--- config.mk ---
export PLATFORM = sky130hd
export DESIGN_NAME = stk_env_seq
export DESIGN_NICKNAME = d
export VERILOG_FILES = /design/src/rtl/stk_env_pkg.sv /design/src/rtl/stk_ptr_reg.sv /design/src/rtl/stk_walk_ctl.sv /design/src/rtl/stk_env_seq.sv
export SDC_FILE = /design/constraint.sdc
export NUM_CORES = 1
export LEC_CHECK = 0
export ABC_AREA = 1
export CORE_AREA = 2 2 168 170
export DETAILED_ROUTE_END_ITERATION = 6
export DIE_AREA = 0 0 170 172
export SYNTH_ARGS = -nofsm -noshare
export SYNTH_HDL_FRONTEND = slang
export SYNTH_SLANG_ARGS = --single-unit
export TNS_END_PERCENT = 50
--- constraint.sdc ---
create_clock -name clk -period 1.9 [get_ports clk]
set_input_delay 0.285 -clock clk [delete_from_list [all_inputs] [get_ports clk]]
set_output_delay 0.285 -clock clk [all_outputs]
set_load 0.005 [all_outputs]
--- src/rtl/stk_env_pkg.sv ---
package stk_env_pkg;

    localparam int CNT_W   = 15;
    localparam int WORD_W  = 32;
    localparam int N_STEP  = 28;
    localparam int N_VALID = 20;
    localparam int POS_W   = $clog2(N_STEP);
    localparam int IDX_W   = $clog2(N_VALID);
    localparam logic [7:0] TRAP_VECTOR = 8'h4D;

    typedef enum logic [1:0] {ST_IDLE, ST_PUSH, ST_PULL} walk_st_e;
    typedef enum logic [1:0] {PG_RUN, PG_DFLT, PG_TRAP} pull_gate_e;

    // doubleword layout, MSB first
    typedef struct packed {
        logic [CNT_W-1:0]  wcnt;
        logic              wovf;
        logic [CNT_W-1:0]  scnt;
        logic              sovf;
        logic [WORD_W-1:0] low;
    } ptr_dw_t;

    // register index of a stack position: number of valid positions below it
    function automatic logic [IDX_W-1:0] slot_index(logic [N_STEP-1:0] mask, int pos);
        int cnt;
        cnt = 0;
        for (int i = 0; i < N_STEP; i++)
            if (i < pos && mask[i]) cnt++;
        return IDX_W'(cnt);
    endfunction

    function automatic pull_gate_e pull_gate(logic [CNT_W-1:0] wc);
        if (wc == '0)                  return PG_DFLT;
        else if (wc < CNT_W'(N_STEP))  return PG_TRAP;
        else                           return PG_RUN;
    endfunction

endpackage

--- src/rtl/stk_ptr_reg.sv ---
module stk_ptr_reg
    import stk_env_pkg::*;
#(
    parameter int ADDR_W = 17
) (
    input  logic    clk,
    input  logic    rst,
    input  logic    ld_en,
    input  ptr_dw_t ld_val,
    input  logic    push_step,
    input  logic    pull_step,
    output ptr_dw_t dw_q
);

    ptr_dw_t nxt;
    logic    w_carry;
    logic    s_carry;

    always_comb begin
        nxt     = dw_q;
        w_carry = 1'b0;
        s_carry = 1'b0;
        if (push_step) begin
            nxt.low[ADDR_W-1:0] = dw_q.low[ADDR_W-1:0] + 1'b1;
            nxt.scnt            = dw_q.scnt - 1'b1;
            {w_carry, nxt.wcnt} = {1'b0, dw_q.wcnt} + 1'b1;
            nxt.wovf            = dw_q.wovf | w_carry;
        end else if (pull_step) begin
            nxt.low[ADDR_W-1:0] = dw_q.low[ADDR_W-1:0] - 1'b1;
            nxt.wcnt            = dw_q.wcnt - 1'b1;
            {s_carry, nxt.scnt} = {1'b0, dw_q.scnt} + 1'b1;
            nxt.sovf            = dw_q.sovf | s_carry;
        end
    end

    always_ff @(posedge clk) begin
        if (rst)        dw_q <= '0;
        else if (ld_en) dw_q <= ld_val;
        else            dw_q <= nxt;
    end

endmodule

--- src/rtl/stk_walk_ctl.sv ---
module stk_walk_ctl
    import stk_env_pkg::*;
(
    input  logic             clk,
    input  logic             rst,
    input  logic             push_go,
    input  logic             pull_go,
    input  logic             wr_en,
    input  logic [CNT_W-1:0] wcnt,
    input  logic             acc,
    output walk_st_e         st,
    output logic [POS_W-1:0] pos,
    output logic             dflt_pls,
    output logic             trap_pls,
    output logic             done_pls
);

    localparam logic [POS_W-1:0] LAST_POS = POS_W'(N_STEP - 1);

    always_ff @(posedge clk) begin
        if (rst) begin
            st       <= ST_IDLE;
            pos      <= '0;
            dflt_pls <= 1'b0;
            trap_pls <= 1'b0;
            done_pls <= 1'b0;
        end else begin
            dflt_pls <= 1'b0;
            trap_pls <= 1'b0;
            done_pls <= 1'b0;
            case (st)
                ST_IDLE: begin
                    if (!wr_en && push_go) begin
                        st  <= ST_PUSH;
                        pos <= '0;
                    end else if (!wr_en && pull_go) begin
                        case (pull_gate(wcnt))
                            PG_RUN: begin
                                st  <= ST_PULL;
                                pos <= '0;
                            end
                            PG_DFLT: begin
                                dflt_pls <= 1'b1;
                                done_pls <= 1'b1;
                            end
                            default: begin
                                trap_pls <= 1'b1;
                                done_pls <= 1'b1;
                            end
                        endcase
                    end
                end
                default: begin
                    if (acc) begin
                        if (pos == LAST_POS) begin
                            st       <= ST_IDLE;
                            done_pls <= 1'b1;
                        end else begin
                            pos <= pos + 1'b1;
                        end
                    end
                end
            endcase
        end
    end

endmodule

--- src/rtl/stk_env_seq.sv ---
module stk_env_seq
    import stk_env_pkg::*;
#(
    parameter int                ADDR_W     = 17,
    parameter logic [N_STEP-1:0] VALID_MASK = 28'hF0FFFF0
) (
    input  logic              clk,
    input  logic              rst,
    input  logic              wr_en,
    input  logic [63:0]       wr_data,
    input  logic              push_go,
    input  logic              pull_go,
    output logic [63:0]       ptr_q,
    output logic              busy,
    output logic              done,
    output logic              mem_req,
    output logic              mem_we,
    output logic [ADDR_W-1:0] mem_addr,
    output logic [WORD_W-1:0] mem_wdata,
    input  logic              mem_ready,
    input  logic [WORD_W-1:0] mem_rdata,
    output logic [IDX_W-1:0]  rf_idx,
    input  logic [WORD_W-1:0] rf_rdata,
    output logic              rf_we,
    output logic [WORD_W-1:0] rf_wdata,
    output logic              dflt_psw_ld,
    output logic              trap_req,
    output logic [7:0]        trap_vec,
    output logic              cc2_set
);

    walk_st_e         st;
    logic [POS_W-1:0] pos;
    logic [POS_W-1:0] phys;
    logic             acc;
    logic             idle;
    logic             trap_pls;
    ptr_dw_t          dw_q;
    logic [IDX_W-1:0] slot_tab [N_STEP];
    logic [ADDR_W-1:0] tsa;

    for (genvar g = 0; g < N_STEP; g++) begin : g_slot
        assign slot_tab[g] = slot_index(VALID_MASK, g);
    end

    assign idle = (st == ST_IDLE);
    assign acc  = mem_req & mem_ready;
    assign tsa  = dw_q.low[ADDR_W-1:0];

    // a restore visits positions from the top down
    assign phys = (st == ST_PULL) ? (POS_W'(N_STEP - 1) - pos) : pos;

    stk_walk_ctl u_ctl (
        .clk      (clk),
        .rst      (rst),
        .push_go  (push_go),
        .pull_go  (pull_go),
        .wr_en    (wr_en),
        .wcnt     (dw_q.wcnt),
        .acc      (acc),
        .st       (st),
        .pos      (pos),
        .dflt_pls (dflt_psw_ld),
        .trap_pls (trap_pls),
        .done_pls (done)
    );

    stk_ptr_reg #(.ADDR_W(ADDR_W)) u_ptr (
        .clk       (clk),
        .rst       (rst),
        .ld_en     (wr_en & idle),
        .ld_val    (ptr_dw_t'(wr_data)),
        .push_step (acc & (st == ST_PUSH)),
        .pull_step (acc & (st == ST_PULL)),
        .dw_q      (dw_q)
    );

    assign ptr_q     = dw_q;
    assign busy      = ~idle;
    assign mem_req   = ~idle;
    assign mem_we    = (st == ST_PUSH);
    assign mem_addr  = mem_we ? tsa + 1'b1 : tsa;
    assign rf_idx    = slot_tab[phys];
    assign mem_wdata = VALID_MASK[phys] ? rf_rdata : '0;
    assign rf_we     = acc & (st == ST_PULL) & VALID_MASK[phys];
    assign rf_wdata  = mem_rdata;
    assign trap_req  = trap_pls;
    assign cc2_set   = trap_pls;
    assign trap_vec  = TRAP_VECTOR;

endmodule

==> impl_metrics.env <==
export IMPL_fraction_of_the_yosys_area_taken_by_sequential_cells_pct=22.8
export IMPL_worstPathMaxFanout=5
export IMPL_drtPass1Iterations=5
export IMPL_worst_endpoint_arrival_ns=2.00
export IMPL_mappedNetlistArea_sq_um=6510
export IMPL_power_density_nw_per_um2=1330
export IMPL_startpoint_type="register"
export IMPL_crit_path_end_kind="output port"
export IMPL_fillCellCount=2936
export IMPL_clock_root_buffer="sky130_fd_sc_hd__clkbuf_16"
export IMPL_cp_buffers_inverters=5
export IMPL_path_cells="ha_4 -> inv_4 -> nand2_4 -> xor2_4 -> a21oi_2 -> bufinv_8 -> buf_6 -> buf_6 -> nor2_1 -> buf_2"
export IMPL_post_synth_cell_area_avg_sq_um=5.61
export IMPL_track_usage_pct=17.3
export IMPL_cp_top_family="buffers and inverters"
export IMPL_status="finished with violations"
export IMPL_route_final_wire_length_mm=26.0
export IMPL_setup_tns_ns=-11.62
export IMPL_effective_utilization_at_floorplan_pct=23.7
export IMPL_numCtsBuffers=9
export IMPL_timing_setup_critical_path_class="register to output port"
export IMPL_max_freq_mhz=437
export IMPL_cts_max_level=3
export IMPL_dp_hpwl_mm=18.9
export IMPL_multi_input_area_sq_um=4550
export IMPL_globalRoute_totalOverflow=0
export IMPL_slowest_cell_delay_on_critical_path_ns=0.37
export IMPL_hold_class="register to register"
export IMPL_worst_clock_skew_ns=0.0101
export IMPL_final_common_cell="sky130_fd_sc_hd__nand2_1"
export IMPL_clock_tree_from_tritoncts="yes"
export IMPL_hold_ws_ns=0.480
export IMPL_initialDrtViolationCount=518
export IMPL_rsz0062_at_grt="true"
export IMPL_final_critical_path_setup_slack_ns=-0.387
export IMPL_static_leakage_power_nw=4.99
export IMPL_io_pins=300
export IMPL_yosys_cell_types_count=40
export IMPL_cts_buffer_depth=2
export IMPL_number_of_clock_sinks=74
export IMPL_finalSetupViolCount=46
export IMPL_post_synth_inst_count=1161
export IMPL_first_pass_grt_wire_length_mm=40.3
export IMPL_final_min_period_over_clock_period_pct=120
export IMPL_drt_vias_per_instance=4.58
export IMPL_via_count_of_the_first_global_routing_pass=7645
export IMPL_finish_instance_area_sq_um=10700
export IMPL_core_area_sq_um=27500
export IMPL_die_outline_area_sq_um=29200
export IMPL_area_added_between_synthesis_and_finish_pct=65.1
export IMPL_vias=8215
export IMPL_drv_cap=0
export IMPL_report_final_hold_viol_count=0
export IMPL_max_vdd_ir_drop_mv=0.450
export IMPL_die_h_microns=172
export IMPL_final_cell_mix="sky130_fd_sc_hd__nand2_1 (311), sky130_fd_sc_hd__clkdlybuf4s50_1 (169), sky130_fd_sc_hd__nor2_1 (141), sky130_fd_sc_hd__inv_1 (97), sky130_fd_sc_hd__buf_4 (95)"
export IMPL_initial_antenna_violation_count=1
export IMPL_placed_area_sq_um=9640
export IMPL_drt_wirelength_per_cell_microns=14.5
export IMPL_grt_max_degree=53
export IMPL_critical_path_required_ns=1.62
export IMPL_path_clk_slew_ns=0.07
export IMPL_num_nets_final=1587
export IMPL_yosys_warn_count=0
export IMPL_antenna_diode_count=0
export IMPL_placementRows=61
export IMPL_remaining_drc_errors=0
export IMPL_routabilityCongestion=0.872
export IMPL_synth_ff_latch_count=74
export IMPL_seq_area_sq_um=1520
export IMPL_detail_route_antenna_nets=0
export IMPL_violations="negative setup slack"
export IMPL_cell_at_the_slowest_stage_of_the_critical_path="sky130_fd_sc_hd__dfxtp_4"
export IMPL_clock_latency_ns=0.34
export IMPL_share_of_cells_above_drive_strength_1_pct=24.3
export IMPL_numPortBuffers=227
export IMPL_worst_path_most_repeated_cell="sky130_fd_sc_hd__buf_6"
export IMPL_slew_viol_final=0
export IMPL_placement_setup_worst_slack_ns=-0.403
export IMPL_finalWorstPathRequiredPeriod_ns=2.29
export IMPL_dieWidth_microns=170
[worst paths after layout]
| check | from | endpoint | slack [ns] | cells after the start |
|---|---|---|---|---|
| worst max-delay path | u_ctl.pos[3]$_SDFFE_PP0P_ | rf_idx[2] | -0.39 | 10 |
| worst max register to register | u_ctl.st[1]$_SDFFE_PP0P_ | u_ptr.dw_q[35]$_SDFFE_PP0P_ | 0.16 | 11 |
| worst min register to register | u_ptr.dw_q[23]$_SDFFE_PP0P_ | u_ptr.dw_q[23]$_SDFFE_PP0P_ | 0.48 | 2 |
| worst min-delay path | u_ptr.dw_q[23]$_SDFFE_PP0P_ | u_ptr.dw_q[23]$_SDFFE_PP0P_ | 0.48 | 2 |
[timing repair]
action | 4_1_cts | 5_1_grt
resized for setup | 272 | 169
hold buffers | 0 | 0
cloned | 4 | 0
endpoints found under the hold margin | 0 | 0
buffers inserted | 14 | 11
endpoints found under the setup margin | 58 | 70
pin swaps | 23 | 34
[routing by layer]
metal	vias to the layer above	part of all wire, %	track usage (%)
li1	4191	-	-
met1	3764	44	22.1
met2	233	49	29.7
met3	25	6.3	3.78
met4	2	0.98	3.98
met5	-	0.061	0
[cell usage after synthesis]
| cell | count | area, sq um |
|---|---|---|
| sky130_fd_sc_hd__a211oi_1 | 1 | 7.51 |
| sky130_fd_sc_hd__a21boi_0 | 1 | 7.51 |
| sky130_fd_sc_hd__a21oi_1 | 59 | 295 |
| sky130_fd_sc_hd__a21oi_2 | 1 | 8.76 |
| sky130_fd_sc_hd__a31oi_1 | 10 | 62.6 |
| sky130_fd_sc_hd__and2_1 | 1 | 6.26 |
| sky130_fd_sc_hd__buf_1 | 2 | 7.51 |
| sky130_fd_sc_hd__buf_2 | 25 | 125 |
| sky130_fd_sc_hd__buf_4 | 44 | 330 |
| sky130_fd_sc_hd__buf_6 | 4 | 45.0 |
| sky130_fd_sc_hd__clkbuf_1 | 27 | 101 |
| sky130_fd_sc_hd__clkinv_1 | 1 | 3.75 |
| sky130_fd_sc_hd__conb_1 | 2 | 7.51 |
| sky130_fd_sc_hd__dfxtp_1 | 74 | 1480 |
| sky130_fd_sc_hd__ha_1 | 10 | 125 |
| sky130_fd_sc_hd__inv_1 | 119 | 447 |
| sky130_fd_sc_hd__inv_2 | 7 | 26.3 |
| sky130_fd_sc_hd__mux2i_1 | 1 | 10.0 |
| sky130_fd_sc_hd__nand2_1 | 356 | 1340 |
| sky130_fd_sc_hd__nand2_2 | 1 | 6.26 |
| sky130_fd_sc_hd__nand2_4 | 2 | 22.5 |
| sky130_fd_sc_hd__nand3_1 | 89 | 445 |
| sky130_fd_sc_hd__nand3_2 | 2 | 20.0 |
| sky130_fd_sc_hd__nand3b_1 | 1 | 7.51 |
| sky130_fd_sc_hd__nand4_1 | 14 | 87.6 |
| sky130_fd_sc_hd__nor2_1 | 154 | 578 |
| sky130_fd_sc_hd__nor2_2 | 3 | 18.8 |
| sky130_fd_sc_hd__nor2b_1 | 1 | 6.26 |
| sky130_fd_sc_hd__nor3_1 | 2 | 10.0 |
| sky130_fd_sc_hd__nor4_1 | 3 | 18.8 |
| sky130_fd_sc_hd__o211ai_1 | 5 | 37.5 |
| sky130_fd_sc_hd__o21ai_0 | 102 | 510 |
| sky130_fd_sc_hd__o21ai_1 | 3 | 15.0 |
| sky130_fd_sc_hd__o21bai_1 | 6 | 45.0 |
| sky130_fd_sc_hd__o221a_2 | 1 | 11.3 |
| sky130_fd_sc_hd__o31ai_1 | 1 | 7.51 |
| sky130_fd_sc_hd__or2_2 | 4 | 25.0 |
| sky130_fd_sc_hd__xnor2_1 | 5 | 43.8 |
| sky130_fd_sc_hd__xor2_1 | 16 | 140 |
| sky130_fd_sc_hd__xor2_2 | 1 | 16.3 |
[sequential cells by signal (all words and copies together) (netlist names)]
| register | count |
|---|---|
| u_ctl.done_pls | 1 |
| u_ptr.dw_q | 64 |
| u_ctl.st | 2 |
| u_ctl.dflt_pls | 1 |
| u_ctl.pos | 5 |
| u_ctl.trap_pls | 1 |
[worst register-to-register path: cells and delay by family (launching register included)]
kind | cells | cell delay, ns
AND/OR/NAND/NOR | 3 | 0.34
buffers and inverters | 5 | 0.62
flip-flops | 1 | 0.33
AO/OA/AOI/OAI | 3 | 0.39
[cell type report]
type	count	share of cell area [%]
multi-input combinational	868	42.4
clock inverter	5	0.734
timing repair buffer	363	32.0
tap	346	4.03
clock buffer	11	2.17
sequential	74	14.1
inverter	127	4.62
[power by group]
group	internal, mW	switching, mW	leakage [nW]
clock	1.15	0.711	0.153
sequential	2.01	0.509	0.617
combinational	4.64	5.22	4.22
[per-stage QoR]
step	total power [mW]	cells	utilization [%]
after floorplan	7.19	1167	-
after global placement	11.1	1751	35.1
after detailed placement	11.2	1751	35.1
after CTS	13.7	1785	37.3
after global routing	15.6	1794	39.1
final	14.2	1794	39.1
[logic make-up (layout without fill, tap and decap cells)]
kind of cell               after synthesis  in the layout  share of synthesized area [%]
xor gates and xnor gates                22             22                           3.08
adders and majority gates               10             10                           1.92
other                                    2              8                          0.115
buffers and inverters                  229            506                           16.7
DFF                                     74             74                           22.8
and+or+nand+nor                        633            637                           39.8
AOI/OAI and AO/OA                      190            190                           15.5
muxes                                    1              1                          0.154
No activity file was read; power rests on OpenSTA's default activity.
